$ cat src/rtl/dacpm_pkg.sv
package dacpm_pkg;

  typedef enum logic [1:0] {
    PM_NORM = 2'd0,
    PM_STBY = 2'd1,
    PM_SHUT = 2'd2
  } pm_mode_e;

  typedef enum logic [2:0] {
    CMD_NONE = 3'd0,
    CMD_SHUT = 3'd1,
    CMD_STBY = 3'd2,
    CMD_NORM = 3'd3,
    CMD_WAKE = 3'd4
  } pm_cmd_e;

  // Fixed precedence among simultaneous strobes
  function automatic pm_cmd_e pick_cmd(input logic shut, input logic stby,
                                       input logic norm, input logic wake);
    if (shut)      return CMD_SHUT;
    else if (stby) return CMD_STBY;
    else if (norm) return CMD_NORM;
    else if (wake) return CMD_WAKE;
    else           return CMD_NONE;
  endfunction

  // Whether a return to normal needs the reference restart delay
  function automatic logic needs_long_wait(input pm_mode_e from_mode,
                                           input logic ref_cold);
    return (from_mode == PM_SHUT) || ref_cold;
  endfunction

endpackage

$ cat src/rtl/dacpm_req_arbiter.sv
module dacpm_req_arbiter
  import dacpm_pkg::*;
(
  input  pm_mode_e mode_q,
  input  logic     req_shut,
  input  logic     req_stby,
  input  logic     req_norm,
  input  logic     req_wake,
  output pm_mode_e go_mode,
  output logic     mode_chg,
  output logic     ref_load
);

  pm_cmd_e win;

  always_comb begin
    win      = pick_cmd(req_shut, req_stby, req_norm, req_wake);
    go_mode  = mode_q;
    mode_chg = 1'b0;
    ref_load = 1'b0;
    unique case (win)
      CMD_SHUT: begin
        ref_load = 1'b1;
        if (mode_q != PM_SHUT) begin
          go_mode  = PM_SHUT;
          mode_chg = 1'b1;
        end
      end
      CMD_STBY: begin
        // shutdown swallows a standby strobe entirely
        if (mode_q == PM_NORM) begin
          go_mode  = PM_STBY;
          mode_chg = 1'b1;
          ref_load = 1'b1;
        end else if (mode_q == PM_STBY) begin
          ref_load = 1'b1;
        end
      end
      CMD_NORM: begin
        ref_load = 1'b1;
        if (mode_q != PM_NORM) begin
          go_mode  = PM_NORM;
          mode_chg = 1'b1;
        end
      end
      CMD_WAKE: begin
        if (mode_q != PM_NORM) begin
          go_mode  = PM_NORM;
          mode_chg = 1'b1;
        end
      end
      default: ;
    endcase
  end

endmodule

$ cat src/rtl/dacpm_wake_timer.sv
module dacpm_wake_timer #(
  parameter int LONG_DLY  = 40,
  parameter int SHORT_DLY = 6,
  localparam int CW = $clog2(LONG_DLY + 1)
) (
  input  logic clk,
  input  logic rst_n,
  input  logic start_long,
  input  logic start_short,
  input  logic abort,
  output logic done
);

  logic [CW-1:0] cnt_q;

  always_ff @(posedge clk) begin
    if (!rst_n)           cnt_q <= CW'(LONG_DLY);
    else if (abort)       cnt_q <= '0;
    else if (start_long)  cnt_q <= CW'(LONG_DLY);
    else if (start_short) cnt_q <= CW'(SHORT_DLY);
    else if (cnt_q != '0) cnt_q <= cnt_q - CW'(1);
  end

  assign done = (cnt_q == '0);

  // a long load sets the full count on the next cycle
  assert_long_load_R6: assert property (@(posedge clk) disable iff (!rst_n)
    (start_long && !abort) |=> (cnt_q == CW'(LONG_DLY)));

  // abort leaves no countdown running
  assert_abort_clears_R9: assert property (@(posedge clk) disable iff (!rst_n)
    abort |=> done);

endmodule

$ cat src/rtl/dacpm_refsel_reg.sv
module dacpm_refsel_reg #(
  parameter int W = 2
) (
  input  logic         clk,
  input  logic         rst_n,
  input  logic         load,
  input  logic [W-1:0] d,
  output logic [W-1:0] q
);

  always_ff @(posedge clk) begin
    if (!rst_n)    q <= '0;
    else if (load) q <= d;
  end

  assert_code_hold_R10: assert property (@(posedge clk) disable iff (!rst_n)
    !load |=> $stable(q));

endmodule

$ cat src/rtl/dacpm_ctrl.sv
module dacpm_ctrl
  import dacpm_pkg::*;
#(
  parameter int LONG_DLY  = 40,
  parameter int SHORT_DLY = 6,
  parameter int REF_SEL_W = 2
) (
  input  logic                 clk,
  input  logic                 rst_n,
  input  logic                 req_normal,
  input  logic                 req_standby,
  input  logic                 req_shutdown,
  input  logic                 req_wake,
  input  logic [REF_SEL_W-1:0] ref_sel_in,
  output logic                 buf_en,
  output logic                 ref_en,
  output logic                 out_hiz,
  output logic [REF_SEL_W-1:0] ref_sel,
  output logic                 out_valid
);

  pm_mode_e mode_q;
  logic     cold_q;

  // named internal events
  pm_mode_e ev_go_mode;
  logic     ev_mode_chg;
  logic     ev_ref_load;
  logic     ev_to_norm;
  logic     ev_to_shut;
  logic     ev_start_long;
  logic     ev_start_short;
  logic     ev_abort;
  logic     ev_timer_done;

  dacpm_req_arbiter u_arb (
    .mode_q   (mode_q),
    .req_shut (req_shutdown),
    .req_stby (req_standby),
    .req_norm (req_normal),
    .req_wake (req_wake),
    .go_mode  (ev_go_mode),
    .mode_chg (ev_mode_chg),
    .ref_load (ev_ref_load)
  );

  assign ev_to_norm     = ev_mode_chg && (ev_go_mode == PM_NORM);
  assign ev_to_shut     = ev_mode_chg && (ev_go_mode == PM_SHUT);
  assign ev_start_long  = ev_to_norm && needs_long_wait(mode_q, cold_q);
  assign ev_start_short = ev_to_norm && !needs_long_wait(mode_q, cold_q);
  assign ev_abort       = ev_mode_chg && (ev_go_mode != PM_NORM);

  dacpm_wake_timer #(
    .LONG_DLY  (LONG_DLY),
    .SHORT_DLY (SHORT_DLY)
  ) u_tmr (
    .clk         (clk),
    .rst_n       (rst_n),
    .start_long  (ev_start_long),
    .start_short (ev_start_short),
    .abort       (ev_abort),
    .done        (ev_timer_done)
  );

  dacpm_refsel_reg #(.W(REF_SEL_W)) u_ref (
    .clk   (clk),
    .rst_n (rst_n),
    .load  (ev_ref_load),
    .d     (ref_sel_in),
    .q     (ref_sel)
  );

  always_ff @(posedge clk) begin
    if (!rst_n) begin
      mode_q <= PM_NORM;
      cold_q <= 1'b1;
    end else begin
      mode_q <= ev_go_mode;
      if (ev_to_shut)     cold_q <= 1'b1;
      else if (out_valid) cold_q <= 1'b0;
    end
  end

  assign buf_en    = (mode_q == PM_NORM);
  assign ref_en    = (mode_q != PM_SHUT);
  assign out_hiz   = (mode_q != PM_NORM);
  assign out_valid = (mode_q == PM_NORM) && ev_timer_done;

  assert_stby_only_from_norm_R4: assert property (@(posedge clk) disable iff (!rst_n)
    (mode_q != PM_STBY) |=> ((mode_q != PM_STBY) || ($past(mode_q) == PM_NORM)));

  assert_shut_any_mode_R3: assert property (@(posedge clk) disable iff (!rst_n)
    req_shutdown |=> ((mode_q == PM_SHUT) && !out_valid));

  assert_valid_pins_R2: assert property (@(posedge clk) disable iff (!rst_n)
    out_valid |-> (buf_en && ref_en && !out_hiz));

  assert_ref_off_floats_R2: assert property (@(posedge clk) disable iff (!rst_n)
    !ref_en |-> out_hiz);

  assert_wake_starts_low_R6: assert property (@(posedge clk) disable iff (!rst_n)
    ev_to_norm |=> !out_valid);

  assert_wake_keeps_code_R5: assert property (@(posedge clk) disable iff (!rst_n)
    (req_wake && !req_normal && !req_standby && !req_shutdown) |=> $stable(ref_sel));

endmodule

$ cat config.mk
export PLATFORM = sky130hd
export DESIGN_NAME = dacpm_ctrl
export DESIGN_NICKNAME = d
export VERILOG_FILES = /design/src/rtl/dacpm_pkg.sv /design/src/rtl/dacpm_req_arbiter.sv /design/src/rtl/dacpm_wake_timer.sv /design/src/rtl/dacpm_refsel_reg.sv /design/src/rtl/dacpm_ctrl.sv
export SDC_FILE = /design/constraint.sdc
export NUM_CORES = 1
export LEC_CHECK = 0
export ABC_AREA = 0
export CAP_MARGIN = 10
export CORE_AREA = 2 2 39 41
export CTS_CLUSTER_SIZE = 30
export DETAILED_ROUTE_END_ITERATION = 6
export DIE_AREA = 0 0 41 43
export GPL_TIMING_DRIVEN = 0
export PLACE_DENSITY = 0.75
export SYNTH_ARGS = -nofsm -noshare
export SYNTH_HDL_FRONTEND = slang
export SYNTH_HIERARCHICAL = 1
export SYNTH_SLANG_ARGS = --single-unit
$ cat constraint.sdc
create_clock -name clk -period 5.5 [get_ports clk]
set_input_delay 1.1 -clock clk [delete_from_list [all_inputs] [get_ports clk]]
set_output_delay 1.1 -clock clk [all_outputs]
set_load 0.02 [all_outputs]
Word level (Yosys, flattened, before mapping). Index checks and enable logic that the tools add are counted.

Output and inout port bits: 6. Word-level logic and storage cells: 56. Input port bits: 8. Register bits: 11.

Reduce and logical (&&, ||, !) cells: 21. $add $sub $neg: 1. Eq/ne operators: 8. Bitwise gates (word level): 1. Mux-type cells: 19.

Operators by type and width (count): $mux W6 (4); $mux W3 (4); $eq A3 B2 Y1 const B (2); $logic_and A1 B1 Y1 (6); $logic_not A6 Y1 (1); $mux W2 (3); $pmux W2 S3 (1); $reduce_bool A2 Y1 (3); $reduce_bool A6 Y1 (1); $reduce_or A2 Y1 (3); $sub A6 B1 Y6 const B (1); $mux W1 (5); $eq A2 B2 Y1 const B (2); $logic_not A2 Y1 (2); $reduce_bool A4 Y1 (1); $reduce_or A4 Y1 (1); $eq A3 B1 Y1 const B (1); $eq A3 B3 Y1 const B (1); $pmux W1 S3 (1); $reduce_or A3 Y1 (1); $eq A2 B1 Y1 const B (1); $ne A2 B2 Y1 const B (1); $pmux W1 S2 (1); $logic_not A1 Y1 (1); 2 further kinds (2).

Longest topological paths before layout. Gate-level depths: netlist (run 1).

Depth after elaboration: 13. Gate-level depth with buffers: 8. Gate-level depth less buffers: 8.

By module. Netlist (run 1), hierarchy kept.

Modules (own cells, without submodules): dacpm_wake_timer (seq. area each 120.1 µm², cells each 35, instances 1, area each 339.1 µm²); dacpm_ctrl (seq. area each 60.1 µm², cells each 16, instances 1, area each 147.6 µm²); dacpm_refsel_reg (seq. area each 40.0 µm², cells each 6, instances 1, area each 72.6 µm²); dacpm_req_arbiter (seq. area each 0.0 µm², cells each 14, instances 1, area each 70.1 µm²).

Least setup slack after synthesis (run 1). Ideal clock, no wire load.

Kind: input -> register. Start point: in req_shutdown. End point: reg u_tmr.cnt_q[3]. Data arrival time: 2.384 ns. Stages on the path: 8. Slack: 2.976 ns. Required time: 5.360 ns. Buffers on the path: 0. Path through: inv_1 > a21oi_1 > o31ai_1 > or3b_1 > nor3b_2 > inv_1 > nand2_1 > o311ai_0.

Elaborated cells between the ends (all ways): 18.

RTL lines: start, declared (line dacpm_ctrl.sv:12) `input logic req_shutdown,`; $mux W3 * (line dacpm_pkg.sv:20) `if (shut) return CMD_SHUT;`; $eq A3 B2 Y1 or $eq A3 B3 Y1 (tied branches) (line dacpm_req_arbiter.sv:21) `unique case (win)`; $reduce_or A2 Y1 (no source line); $pmux W1 S3 * (line dacpm_req_arbiter.sv:21); via ev_mode_chg (line dacpm_ctrl.sv:27) `logic ev_mode_chg;`; $logic_and A1 B1 Y1 * (line dacpm_ctrl.sv:47) `assign ev_to_norm = ev_mode_chg && (ev_go_mode == PM_NORM);`; $logic_and A1 B1 Y1 * (line dacpm_ctrl.sv:50) `assign ev_start_short = ev_to_norm && !needs_long_wait(mode_q, cold_q);`; via ev_start_short (line dacpm_ctrl.sv:32) `logic ev_start_short;`; $mux W6 (line dacpm_wake_timer.sv:20) `else if (start_short) cnt_q <= CW'(SHORT_DLY);`; $mux W6 (line dacpm_wake_timer.sv:19) `else if (start_long) cnt_q <= CW'(LONG_DLY);`; $mux W6 (line dacpm_wake_timer.sv:18) `else if (abort) cnt_q <= '0;`; end signal, assigned (line dacpm_wake_timer.sv:19); end signal, assigned (line dacpm_wake_timer.sv:20); end signal, assigned (line dacpm_wake_timer.sv:21) `else if (cnt_q != '0) cnt_q <= cnt_q - CW'(1);`; end, declared (line dacpm_wake_timer.sv:14) `logic [CW-1:0] cnt_q;`.

The timed path passes the listed nets; every way through them passes the cells marked *. A chain may end at the register's enable or synchronous reset.

Worst setup path in the final report (run 1).
Start point: reg u_tmr.cnt_q[0]. End point: out out_valid.

Longest elaborated chain between the ends: 2.

Ends and longest elaborated chain: start signal, assigned (line dacpm_wake_timer.sv:17) `if (!rst_n) cnt_q <= CW'(LONG_DLY);`; start signal, assigned (line dacpm_wake_timer.sv:19); start signal, assigned (line dacpm_wake_timer.sv:20); $logic_not A6 Y1 (line dacpm_wake_timer.sv:24) `assign done = (cnt_q == '0);`; via ev_timer_done (line dacpm_ctrl.sv:34) `logic ev_timer_done;`; $logic_and A1 B1 Y1 (line dacpm_ctrl.sv:87) `assign out_valid = (mode_q == PM_NORM) && ev_timer_done;`; end, declared (line dacpm_ctrl.sv:19) `output logic out_valid`.

The timed path passes the listed nets, and every way through them passes these cells.

==> flow_metrics.env, run 1 <==
export IMPL_syn_nets=81
export IMPL_drive_gt1_share_pct=11.4
export IMPL_drtAntennaViolNets=0
export IMPL_cts_resized=0
export IMPL_dp_hpwl_um=983
export IMPL_area_growth_pct=28.0
export IMPL_portBuffers=13
export IMPL_min_path_type="register to register"
export IMPL_cp_cell_sequence="inv_1 > ha_1 > nand3b_4 > inv_1 > nor3b_1 > clkdlybuf4s50_1"
export IMPL_endpoint="out_valid"
export IMPL_clk_path_buf_depth=2
export IMPL_p_clk_share_pct=23.8
export IMPL_start_util_pct=45.5
export IMPL_die_h_um=43
export IMPL_post_route_period_util_pct=56.4
export IMPL_dp_worst_setup_slack_ns=2.23
export IMPL_cts_num_sinks=11
export IMPL_required_ns=4.40
export IMPL_path_class="register to output pin"
export IMPL_p_switching_mw=0.0740
export IMPL_diodes=0
export IMPL_first_pass_iters=4
export IMPL_cts_made_buffers=3
export IMPL_ys_ff_latch=11
export IMPL_antenna_found_initial=0
export IMPL_place_congestion=0.779
export IMPL_grt_use_total_pct=17.4
export IMPL_clock_skew_final_ns=0.000984
export IMPL_max_stage_delay_ns=0.66
export IMPL_cp_max_fo=5
export IMPL_ys_types=31
export IMPL_finalHoldViolations=0
export IMPL_netSwitchingFraction_pct=31.9
export IMPL_synthCells=71
export IMPL_clk_pin_slew_ns=0.07
export IMPL_crit_slowest_cell="clkdlybuf4s50_1"
export IMPL_ff2ff_setup_slack_ns=3.33
export IMPL_vdd_drop_max_mv=0.197
export IMPL_grt_pass1_vias=458
export IMPL_fin_crit_ns=3.10
export IMPL_p_comb_share_pct=33.3
export IMPL_r2r_end="u_tmr/cnt_q[3]"
export IMPL_intPower_mw=0.158
export IMPL_post_cts_buffers=0
export IMPL_maxCapViolCount=0
export IMPL_row_count=14
export IMPL_slew_violations=0
export IMPL_dr_first_iter_drc_count=8
export IMPL_hold_slack_ns=0.527
export IMPL_cts_hold_buf=0
export IMPL_startpoint="u_tmr/cnt_q[0]"
export IMPL_powerDensity_nw_per_um2=288
export IMPL_synth_warning_count=6
export IMPL_setup_viol=0
export IMPL_rsz0062_at_grt="false"
export IMPL_nets=99
export IMPL_avgSynthCellArea_um2=8.86
export IMPL_htreeDepth=1
export IMPL_tightestPinTransition_ns=0.369
export IMPL_r2r_start="mode_q[1]"
export IMPL_routedWlPerCell_um=12.2
export IMPL_die_area_um2=1760
export IMPL_seq_power_share_pct=42.9
export IMPL_synth_area_um2=629
export IMPL_end_kind="output pin"
export IMPL_synthFlopType="dfxtp_1"
export IMPL_path_common_cell="inv_1"
export IMPL_vias=544
export IMPL_routed_wl_um=1270
export IMPL_fmax_mhz=323
export IMPL_finalSetupTns_ns=0
export IMPL_placed_area_um2=779
export IMPL_worstPathArrival_ns=2.00
export IMPL_final_setup_worst_slack_ns=2.40
export IMPL_io_pins=14
export IMPL_outcome="finished, final reports clean"
export IMPL_insertion_delay_ns=0.27
export IMPL_design_area_um2=806
export IMPL_grt_pass1_wl_um=1970
export IMPL_total_power_mw=0.232
export IMPL_cts_tree="built"
export IMPL_die_x_um=41
export IMPL_grt_overflow_total=0
export IMPL_startpoint_type="register"
export IMPL_r2r_cells=7
export IMPL_relSlewSlack_pct=75.2
export IMPL_yosysSeqAreaShare_pct=35.0
export IMPL_drc_errors=0
export IMPL_cts_root_buf="clkbuf_4"
export IMPL_grt_max_degree=9
export IMPL_core_um2=1380
export IMPL_power_leakage_nw=0.352
export IMPL_viasPerCell=5.23
export IMPL_synth_edff_count=0
export IMPL_synthArstFlopShare_pct=0
==> per-stage QoR <==
| step | utilization, % | instances |
|---|---|---|
| finish | 58.2 | 104 |
| global route | 58.2 | 104 |
| CTS | 58.2 | 104 |
| detailed placement | 56.3 | 100 |
| global placement | 56.3 | 100 |
| floorplan | - | 71 |
==> sequential cells by signal, summed over array words and instances (netlist names) <==
register and cells:
u_tmr/cnt_q 6, mode_q 2, u_ref/q 2, cold_q 1
==> critical path, delay by kind of cell, from the launching register on <==
family | cells | cell delay, ns
adder cells (fa/ha/maj) | 1 | 0.20
flip-flops | 1 | 0.33
AND/OR/NAND/NOR | 2 | 0.36
buffers and inverters | 3 | 0.84
==> cell usage after synthesis (2+ instances only) <==
cell type,instances,area (µm²)
a21oi_1,4,20.0
a22oi_1,2,15.0
dfxtp_1,11,220
ha_1,2,25.0
inv_1,8,30.0
mux2i_1,2,20.0
nand2_1,5,18.8
nand2b_1,3,18.8
nand3b_1,2,15.0
nor2_1,5,18.8
nor2b_1,2,12.5
nor3_1,3,15.0
o21ai_0,2,10.0
xnor2_1,2,17.5
xor2_1,2,17.5
==> power by group through the flow <==
stage / logic (mW) / registers [mW] / clock network [mW]
after floorplan: 0.0548 / 0.101 / 0
after global placement: 0.0741 / 0.101 / 0
after detailed placement: 0.0764 / 0.101 / 0
after CTS: 0.0768 / 0.0996 / 0.0569
after global routing: 0.0846 / 0.101 / 0.0603
final: 0.0773 / 0.0995 / 0.0553
==> worst min-delay path by stage <==
stage,slack [ns],cells past startpoint,to,startpoint
global route,0.55,2,cold_q,cold_q
floorplan,0.50,2,cold_q,cold_q
detailed placement,0.53,2,u_ref/q[1],u_ref/q[1]
CTS,0.54,2,cold_q,cold_q
finish,0.53,2,u_ref/q[1],u_ref/q[1]
global placement,0.50,2,u_ref/q[0],u_ref/q[0]
==> logic make-up after synthesis <==
family | count (synthesis) | share of synthesized area (%)
buffers and inverters | 8 | 4.77
AND/OR/NAND/NOR | 29 | 30.2
AO/OA/AOI/OAI | 14 | 14.9
XOR/XNOR | 4 | 5.57
flip-flops | 11 | 35.0
adder cells (fa/ha/maj) | 2 | 3.98
multiplexers | 3 | 5.57
==> area by class of cell <==
type                            count  area, µm²
Clock buffer                        4       26.3
Fill cell                         139        578
Inverter                            8       30.0
Multi-Input combinational cell     52        379
Sequential cell                    11        220
Tap cell                           16       20.0
Timing Repair Buffer               13        130
==> cell usage in the layout, fill, tap and decap left out, types with 3 or more instances in the layout <==
cell             netlist  final
dfxtp_1               11     11
nand2_1                5      5
nor3_1                 3      3
nand2b_1               3      3
clkbuf_4               0      3
a21oi_1                4      4
clkdlybuf4s50_1        0     13
nor2_1                 5      5
inv_1                  8      8
==> layer usage <==
metal | GRT usage, % | vias up | share of wire [%]
met2 | 23.4 | 15 | 44
met1 | 21.8 | 246 | 48
met5 | 0 | - | 0
met4 | 8.00 | 0 | 2.1
li1 | - | 278 | -
met3 | 9.95 | 5 | 5.5
Power figures use the tool's default switching activity.
==> run 2: changes to the inputs <==
--- a/config.mk
+++ b/config.mk
@@ -7,12 +7,12 @@
 export LEC_CHECK = 0
 export ABC_AREA = 0
 export CAP_MARGIN = 10
-export CORE_AREA = 2 2 39 41
+export CORE_MARGIN = 2
+export CORE_UTILIZATION = 42
 export CTS_CLUSTER_SIZE = 30
 export DETAILED_ROUTE_END_ITERATION = 6
-export DIE_AREA = 0 0 41 43
 export GPL_TIMING_DRIVEN = 0
-export PLACE_DENSITY = 0.75
+export PLACE_DENSITY = 0.7
 export SYNTH_ARGS = -nofsm -noshare
 export SYNTH_HDL_FRONTEND = slang
 export SYNTH_HIERARCHICAL = 1
==> constraint.sdc (replaced) <==
create_clock -name clk -period 2.7 [get_ports clk]
set_input_delay 0.54 -clock clk [delete_from_list [all_inputs] [get_ports clk]]
set_output_delay 0.54 -clock clk [all_outputs]
set_load 0.02 [all_outputs]
==> flow_metrics.env, run 2 (synthesis gave the netlist of run 1 again) <==
export IMPL_start_util_pct=46.6
export IMPL_antenna_found_initial=0
export IMPL_powerDensity_nw_per_um2=580
export IMPL_insertion_delay_ns=0.26
export IMPL_tightestPinTransition_ns=0.350
export IMPL_grt_max_degree=9
export IMPL_cp_cell_sequence="clkdlybuf4s50_1 > inv_1 > a21oi_1 > o31ai_1 > or3b_1 > nor3b_2 > inv_1 > nand2_1 > o311ai_0"
export IMPL_crit_slowest_cell="clkdlybuf4s50_1"
export IMPL_area_growth_pct=28.2
export IMPL_finalSetupTns_ns=0
export IMPL_place_congestion=0.772
export IMPL_crit_cells=9
export IMPL_post_cts_buffers=0
export IMPL_dr_first_iter_drc_count=13
export IMPL_viasPerCell=5.19
export IMPL_layout_commonest_cell="clkdlybuf4s50_1"
export IMPL_startpoint_type="primary input"
export IMPL_clk_pin_slew_ns=0.06
export IMPL_num_fill_cells=138
export IMPL_routedWlPerCell_um=11.6
export IMPL_die_x_um=42.7
export IMPL_min_path_type="register to register"
export IMPL_worstPathArrival_ns=2.52
export IMPL_total_power_mw=0.468
export IMPL_die_h_um=42.7
export IMPL_grt_use_total_pct=15.9
export IMPL_portBuffers=13
export IMPL_drtAntennaViolNets=0
export IMPL_max_stage_delay_ns=0.44
export IMPL_required_ns=2.82
export IMPL_worstHoldStart="u_ref/q[0]"
export IMPL_startpoint="req_shutdown"
export IMPL_first_pass_iters=4
export IMPL_fin_crit_ns=2.40
export IMPL_path_common_cell="inv_1"
export IMPL_final_cell_mix="clkdlybuf4s50_1, dfxtp_1, inv_1, nor2_1, nand2_1"
export IMPL_cts_num_sinks=11
export IMPL_routed_wl_um=1200
export IMPL_nets=99
export IMPL_htreeDepth=1
export IMPL_diodes=0
export IMPL_row_count=13
export IMPL_largest_register_ff_count=6
export IMPL_rsz0062_at_grt="false"
export IMPL_dp_hpwl_um=937
export IMPL_clk_path_buf_depth=2
export IMPL_slew_violations=0
export IMPL_r2r_cells=7
export IMPL_critPathTopFamily="simple AND/OR/NAND/NOR gates"
export IMPL_cts_tree="built"
export IMPL_fmax_mhz=417
export IMPL_power_leakage_nw=0.370
export IMPL_vdd_drop_max_mv=0.360
export IMPL_vias=535
export IMPL_cp_max_fo=3
export IMPL_core_um2=1350
export IMPL_relSlewSlack_pct=76.5
export IMPL_grt_pass1_vias=518
export IMPL_finalHoldViolations=0
export IMPL_multi_input_area_um2=379
export IMPL_io_pins=14
export IMPL_setup_viol=0
export IMPL_maxCapViolCount=0
export IMPL_seq_area_um2=220
export IMPL_grt_pass1_wl_um=2160
export IMPL_drive_gt1_share_pct=11.4
export IMPL_outcome="finished, final reports clean"
export IMPL_crit_buf_inv=3
export IMPL_die_area_um2=1820
export IMPL_cts_root_buf="clkbuf_4"
export IMPL_post_route_period_util_pct=88.8
export IMPL_cts_made_buffers=3
export IMPL_path_class="primary input to register"
export IMPL_regMostFlops="u_tmr/cnt_q"
export IMPL_reg_top3="u_tmr/cnt_q: 6 flops, mode_q: 2 flops, u_ref/q: 2 flops"
export IMPL_whs_path_depth=2
export IMPL_grt_overflow_total=0
export IMPL_clock_skew_final_ns=0.00176
export IMPL_drc_errors=0
export IMPL_hold_slack_ns=0.527
export IMPL_end_kind="register"
export IMPL_r2r_start="mode_q[1]"
-- run 2: cell count changes in the layout (fill, tap and decap cells not counted) --
cell,before,now
clkdlybuf4s50_1,13,12
dlymetal6s2s_1,0,1
-- run 2: repair_timing --
| item | 4_1_cts | 5_1_grt |
|---|---|---|
| endpoints found under the hold margin | 0 | 0 |
| hold buffers | 0 | 0 |
| resized for setup | 0 | 1 |
| endpoints found under the setup margin | 0 | 1 |
-- run 2: final timing paths --
kind                    endpoint  slack (ns)
hold / removal        u_ref/q[0]        0.53
setup / recovery  u_tmr/cnt_q[3]        0.30
setup reg to reg  u_tmr/cnt_q[3]        0.62
hold reg to reg       u_ref/q[0]        0.53
-- run 2: tightest hold or removal path: stages (launching register included) --
cell and delay [ns]:
dfxtp_1 0.33, mux2i_1 0.07, nor2b_1 0.09
-- run 2: cell type report --
cell class / instances / area share [%]
clock buffers: 4 / 3.26
inverters: 8 / 3.72
multi-input cells: 52 / 47.0
flip-flops and latches: 11 / 27.3
well taps: 15 / 2.33
repair buffers: 13 / 16.4
-- run 2: metal layers --
metal / track usage, % / wire length (µm)
met1: 20.3 / 619
met2: 24.2 / 510
met3: 7.66 / 58
met4: 3.75 / 10
met5: 0 / 0
-- run 2: per-stage QoR --
step / utilization, % / instances / area, µm² / setup slack (ns)
final: 59.8 / 103 / 807 / 0.303
after global routing: 59.8 / 103 / 807 / 0.162
after detailed placement: 57.6 / 99 / 778 / 0.0542
after CTS: 59.6 / 103 / 805 / 0.115
after global placement: 57.6 / 99 / 778 / 0.0779
after floorplan: - / 71 / 629 / 0.736
-- run 2: power by group --
part / leakage, nW / total, mW / switching (mW) / internal, mW
registers: 0.0910 / 0.202 / 0.0202 / 0.182
logic: 0.264 / 0.155 / 0.0733 / 0.0821
clock network: 0.0150 / 0.110 / 0.0527 / 0.0572
total: 0.370 / 0.468 / 0.146 / 0.322
